File: src/rtl/osc_ctrl_regs.sv
module osc_ctrl_regs #(
  parameter int ADDR_W = 6
) (
  input  logic              clk,
  input  logic              rst_n,
  input  logic              psel,
  input  logic              penable,
  input  logic              pwrite,
  input  logic [ADDR_W-1:0] paddr,
  input  logic [31:0]       pwdata,
  output logic [31:0]       prdata,
  output logic              pready,
  output logic              pslverr,
  input  logic              stable_i,
  input  logic              div_running_i,
  input  logic              enabled_i,
  input  logic              rand_bit_i,
  output logic              osc_enable_o,
  output logic [1:0]        range_sel_o,
  output logic [23:0]       drive_o,
  output logic              dormant_o
);
  localparam int NSTG = 8;
  localparam int DSW = 3;
  localparam int PER_REG = 4;
  localparam int IDX_W = ADDR_W - 2;

  localparam int R_CTRL = 0, R_DSA = 1, R_DSB = 2, R_SEED = 3, R_DORM = 4;
  localparam int R_DIV = 5, R_PH = 6, R_STAT = 7, R_RBIT = 8, R_CNT = 9;

  localparam logic [11:0] EN_OFF = 12'hd1e, EN_ON = 12'hfab;
  localparam logic [11:0] RG_LO = 12'hfa4, RG_MD = 12'hfa5, RG_HI = 12'hfa7, RG_TH = 12'hfa6;
  localparam logic [15:0] DS_KEY = 16'h9696;
  localparam logic [7:0]  DIV_KEY = 8'haa, PH_KEY = 8'haa;
  localparam logic [31:0] DORM_SLEEP = 32'h636f6d61, DORM_WAKE = 32'h77616b65;
  localparam logic [31:0] SEED_RST = 32'h3f04b16d;

  logic [IDX_W-1:0] idx;
  logic wr;
  logic we_ctrl, we_dsa, we_dsb, we_seed, we_dorm, we_div, we_ph, we_stat, we_cnt;
  logic [23:0] ctrl_q;
  logic [31:0] dsa_q, dsb_q, seed_q, dorm_q;
  logic [15:0] div_q, cnt_q;
  logic [11:0] ph_q;
  logic [1:0]  rng_q;
  logic        bad_q;
  logic        en_ok, rg_ok, bad_now;

  assign idx     = paddr[ADDR_W-1:2];
  assign wr      = psel & penable & pwrite;
  assign we_ctrl = wr && (int'(idx) == R_CTRL);
  assign we_dsa  = wr && (int'(idx) == R_DSA);
  assign we_dsb  = wr && (int'(idx) == R_DSB);
  assign we_seed = wr && (int'(idx) == R_SEED);
  assign we_dorm = wr && (int'(idx) == R_DORM);
  assign we_div  = wr && (int'(idx) == R_DIV);
  assign we_ph   = wr && (int'(idx) == R_PH);
  assign we_stat = wr && (int'(idx) == R_STAT);
  assign we_cnt  = wr && (int'(idx) == R_CNT);

  assign en_ok = (pwdata[23:12] == EN_OFF) || (pwdata[23:12] == EN_ON);
  assign rg_ok = (pwdata[11:0] == RG_LO) || (pwdata[11:0] == RG_MD) ||
                 (pwdata[11:0] == RG_HI) || (pwdata[11:0] == RG_TH);

  assign bad_now = (we_ctrl && !(en_ok && rg_ok)) ||
                   (we_dsa  && pwdata[31:16] != DS_KEY) ||
                   (we_dsb  && pwdata[31:16] != DS_KEY) ||
                   (we_div  && (pwdata[15:8] != DIV_KEY || pwdata[7])) ||
                   (we_ph   && pwdata[11:4] != PH_KEY) ||
                   (we_dorm && pwdata != DORM_SLEEP && pwdata != DORM_WAKE);

  always_ff @(posedge clk or negedge rst_n) begin
    if (!rst_n) begin
      ctrl_q <= 24'h000aa0;
      dsa_q  <= '0;
      dsb_q  <= '0;
      seed_q <= SEED_RST;
      dorm_q <= DORM_WAKE;
      div_q  <= {DIV_KEY, 8'd32};
      ph_q   <= 12'h008;
      cnt_q  <= '0;
      rng_q  <= 2'd0;
      bad_q  <= 1'b0;
    end else begin
      if (we_ctrl) ctrl_q <= pwdata[23:0];
      if (we_dsa)  dsa_q  <= pwdata & 32'hffff77ff;
      if (we_dsb)  dsb_q  <= pwdata & 32'hffff7777;
      if (we_seed) seed_q <= pwdata;
      if (we_dorm) dorm_q <= pwdata;
      if (we_div)  div_q  <= pwdata[15:0];
      if (we_ph)   ph_q   <= pwdata[11:0];
      if (we_cnt)  cnt_q  <= pwdata[15:0];
      if (we_ctrl) begin
        case (pwdata[11:0])
          RG_LO:   rng_q <= 2'd0;
          RG_MD:   rng_q <= 2'd1;
          RG_HI:   rng_q <= 2'd2;
          RG_TH:   rng_q <= 2'd3;
          default: rng_q <= rng_q;
        endcase
      end
      if (bad_now) bad_q <= 1'b1;
      else if (we_stat && pwdata[24]) bad_q <= 1'b0;
    end
  end

  assign osc_enable_o = ctrl_q[23:12] != EN_OFF;
  assign range_sel_o  = rng_q;
  assign dormant_o    = dorm_q == DORM_SLEEP;

  for (genvar s = 0; s < NSTG; s++) begin : g_stg
    localparam int LSB = (s % PER_REG) * 4;
    logic [31:0] src;
    assign src = (s < PER_REG) ? dsa_q : dsb_q;
    assign drive_o[s*DSW +: DSW] = (src[31:16] == DS_KEY) ? src[LSB +: DSW] : '0;
  end

  always_comb begin
    case (int'(idx))
      R_CTRL:  prdata = {8'h00, ctrl_q};
      R_DSA:   prdata = dsa_q;
      R_DSB:   prdata = dsb_q;
      R_SEED:  prdata = seed_q;
      R_DORM:  prdata = dorm_q;
      R_DIV:   prdata = {16'h0000, div_q};
      R_PH:    prdata = {20'h00000, ph_q};
      R_STAT:  prdata = {stable_i, 6'd0, bad_q, 7'd0, div_running_i, 3'd0, enabled_i, 12'd0};
      R_RBIT:  prdata = {31'd0, rand_bit_i};
      R_CNT:   prdata = {16'h0000, cnt_q};
      default: prdata = '0;
    endcase
  end

  assign pready  = 1'b1;
  assign pslverr = 1'b0;
endmodule

File: config.mk
export PLATFORM = sky130hd
export DESIGN_NAME = osc_ctrl_regs
export DESIGN_NICKNAME = d
export VERILOG_FILES = /design/src/rtl/osc_ctrl_regs.sv
export SDC_FILE = /design/constraint.sdc
export NUM_CORES = 1
export LEC_CHECK = 0
export BUFFER_PORTS_ARGS = -buffer_cell sky130_fd_sc_hd__buf_2
export CORE_ASPECT_RATIO = 1.25
export CORE_UTILIZATION = 58
export CTS_BUF_LIST = sky130_fd_sc_hd__clkbuf_16
export DETAILED_ROUTE_END_ITERATION = 10
export PLACE_DENSITY_LB_ADDON = 0.25
export SYNTH_ARGS = -nofsm -noshare
export SYNTH_HDL_FRONTEND = slang
export SYNTH_SLANG_ARGS = --single-unit
File: constraint.sdc
create_clock -name clk -period 1.65 [get_ports clk]
set_clock_uncertainty 0.1 [all_clocks]
set_input_delay 0 -clock clk [delete_from_list [all_inputs] [get_ports clk]]
set_output_delay 0 -clock clk [all_outputs]
set_load 0.02 [all_outputs]
==> metrics <==
status=finished, violations left; failing checks=setup timing; CTS tree=built; post-synthesis sequential area ratio=54.03%; Final #Nets=a little over 900; share of layout cells above drive strength 1=31.57%; met3 WL post-DR=approximately 1700 um; initial antenna violation count=0; post-route cell area=between 10000 and 15000 sq um; actual slew at the worst max-slew pin=slightly below 0.5 ns; Final Util=roughly three quarters; total clock sinks=193; Worst setup SP type=flop; Initial DRC Count=between 500 and 600; VDD IR-drop max=0.6281 mV; critical path peak fanout=6; Core ar.=around 15000 sq um; GP Congestion=0.8654; overall routing resource usage=34.78%; PortBufs=104; ant diodes=0; fillers=938; DR top layer=met4; WL met1=~10000 um; Seq cells post-synth=193; CP most frequent cell=buf_6; drt first pass iters=5; crit path cell chain=nor4bb_2 -> nand2_1 -> nor3_4 -> buf_6 -> and2_4 -> buf_6; crit path DAT=just under 2 ns; DR vias/cell=6.420; slowest CP cell=dfrtp_1; io pins=109; synth warn=0; final slew viol count=0; placed inst area=10230 sq um; CTS root buf=clkbuf_16; largest net degree at the start of global routing=slightly below 60; vias in the first global route=7345; Die Y=141.6 um; Final Total Pwr=11.63 mW; Post-DP HPWL=16660 um; Starting Density=between 50% and 60%; crit end category=output pin; Min Clock Period, post-route=2.074 ns; Final Hold Violating Endpoints=0; die width=113.7 um; metal2 WL=13440 um; Rows=50; Synth Cell Area=9040 sq um; Async SR Flop Fraction=100.0%; Total Wirelength=~26000 um; first-pass GRT wire length=about 41000 um; hold crit path type=in2async; max cap viols=0; FMAX=0.4821 GHz; drc violations=0; clock-pin slew on the worst setup and hold paths=0.07 ns; Max-slew headroom=about two thirds; htree depth=4; Critical Path RT=between 1.5 and 2 ns; crit share post-route=125.7%; number of nets with antenna violations after routing=0; gr ovfl total=0; Pwr per Cell Area=1013 nW/um^2; Clock Tree Buf Depth=2; final worst slack=-0.4242 ns; DR vias=6927; Area Growth Syn to Fin=27.07%; EDFF count, synth=0; post-synthesis cell type count=43; Post-Syn Nets=740; post-placement setup slack=-0.07435 ns; Mean Syn Cell Area=13.04 sq um; Routed WL per cell=around 24 um; Syn Inst Count=693; P_leak=between 5 and 6 nW; worst skew pair latency=0.44 ns; WS Path Type=reg2out; predominant post-synthesis flop cell=dfrtp_1; Inserted Clock Buffers=17; RSZ-0062 raised after global routing=yes; Fin Hold WS=approximately 0.0063 ns; setup violators final=29; Crit path largest cell delay=roughly 0.40 ns; die area=around 16000 sq um
==> flip-flops by register name, indices dropped and copies added, names as in the netlist <==
register	count
bad_q	1
seed_q	32
cnt_q	16
div_q	16
range_sel_o	2
dsb_q	28
ph_q	12
dorm_q	32
ctrl_q	24
dsa_q	30
==> path summary, 6_finish.rpt <==
check	slack (ns)	to	start	depth (start not counted)
worst min register to register	0.39	ph_q[4]$_DFFE_PN0P_	ph_q[4]$_DFFE_PN0P_	1
min in group clk	0.10	bad_q$_DFFE_PN0P_	pwdata[6]	6
worst min-delay path	0.006	dsa_q[25]$_DFFE_PN0P_	rst_n	2
max in group asynchronous	0.71	seed_q[18]$_DFFE_PN1P_	rst_n	3
worst max-delay path	-0.42	drive_o[22]	dsb_q[27]$_DFFE_PN0P_	6
worst max register to register	0.51	bad_q$_DFFE_PN0P_	bad_q$_DFFE_PN0P_	4
==> logic make-up (layout without fill, tap and decap cells) <==
| group | Yosys count | in the layout | synth area share (%) |
|---|---|---|---|
| buffers and inverters | 60 | 238 | 3.197 |
| other | 2 | 2 | 0.08308 |
| muxes | 191 | 191 | 23.79 |
| and+or+nand+nor | 147 | 147 | 10.34 |
| DFF | 193 | 193 | 54.03 |
| AOI/OAI and AO/OA | 99 | 99 | 8.457 |
| xor gates and xnor gates | 1 | 1 | 0.09690 |
==> through the flow <==
stage,std cells,TNS (ns)
after floorplan,693,-0.1215
after global placement,1010,-0.8474
after detailed placement,1010,-1.292
after CTS,1080,-11.00
after global routing,1079,-12.59
final,1079,-10.35
==> layout make-up <==
| class | instances | area [sq um] | share of cell area, % |
|---|---|---|---|
| Multi-Input combinational cell | 440 | 4024 | 35.03 |
| Clock buffer | 17 | 425.4 | 3.703 |
| Inverter | 1 | 3.754 | 0.03268 |
| Sequential cell | 193 | 4885 | 42.52 |
| Clock inverter | 15 | 192.7 | 1.677 |
| Timing Repair Buffer | 205 | 1697 | 14.77 |
| Tap cell | 208 | 260.3 | 2.266 |
==> where the power goes <==
part           leakage, nW  switching (mW)  internal, mW
registers             2.43           0.442          5.46
logic                 2.71           0.707         0.708
clock network        0.296            1.79          2.52
total                 5.44            2.94          8.69
==> placed cells by master, fill, tap and decap left out, types with 4 or more instances in the layout <==
cell           Yosys  final
mux2_1           191    191
a222oi_1          12     12
dfrtp_1          149    149
nand4_1           14     14
a22oi_1           74     74
buf_12             0     12
nor4bb_1           6      4
nand4b_1           9      9
dlygate4sd3_1      0     33
nand2_1           30     30
and2_1            32     19
buf_6              0     27
nor3_1             8      5
bufinv_16          0      4
nand3_1           12     12
buf_2             18     73
clkbuf_16          0     17
dfstp_2           44     44
and2_4             0     13
nor4b_1            9      4
buf_4             11     59
clkinv_2           0      4
==> routing by layer <==
layer | up-vias | GRT usage [%]
li1 | 2942 | -
met1 | 3570 | 42.10
met2 | 339 | 59.02
met3 | 76 | 6.578
met4 | 0 | 18.28
met5 | - | 0
==> worst max-delay path, delay by kind of cell (launching register included) <==
| family | cells | cell delay (ns) |
|---|---|---|
| AND/OR/NAND/NOR | 4 | 0.83 |
| flip-flops | 1 | 0.40 |
| buffers and inverters | 2 | 0.31 |
==> what timing repair did <==
action | 4_1_cts | 5_1_grt
resized for setup | 62 | 24
hold buffers | 33 | 0
setup buffers | 4 | 0
setup endpoints to repair | 29 | 57
cloned | 1 | 0
pin swaps | 9 | 13
hold endpoints to repair | 353 | 0
==> synth_stat cells (all sizes together), types with 2 or more instances <==
cell type / instances / area (sq um)
mux2: 191 / 2151
dfrtp: 149 / 3729
a22oi: 74 / 555.5
dfstp: 44 / 1156
and2: 32 / 200.2
clkbuf: 30 / 112.6
nand2: 30 / 112.6
buf: 29 / 172.7
nand4: 14 / 87.58
a222oi: 12 / 120.1
nand3: 12 / 60.06
nand4b: 9 / 78.83
nor4b: 9 / 78.83
nor3: 8 / 40.04
nor4bb: 6 / 60.06
nor4: 5 / 37.53
o21ai: 4 / 20.02
nand4bb: 3 / 33.78
nor2: 3 / 11.26
nor2b: 3 / 18.77
or4b: 3 / 30.03
a221oi: 2 / 17.52
a31oi: 2 / 12.51
conb: 2 / 7.510
nand2b: 2 / 12.51
No activity file was read; power rests on OpenSTA's default activity.
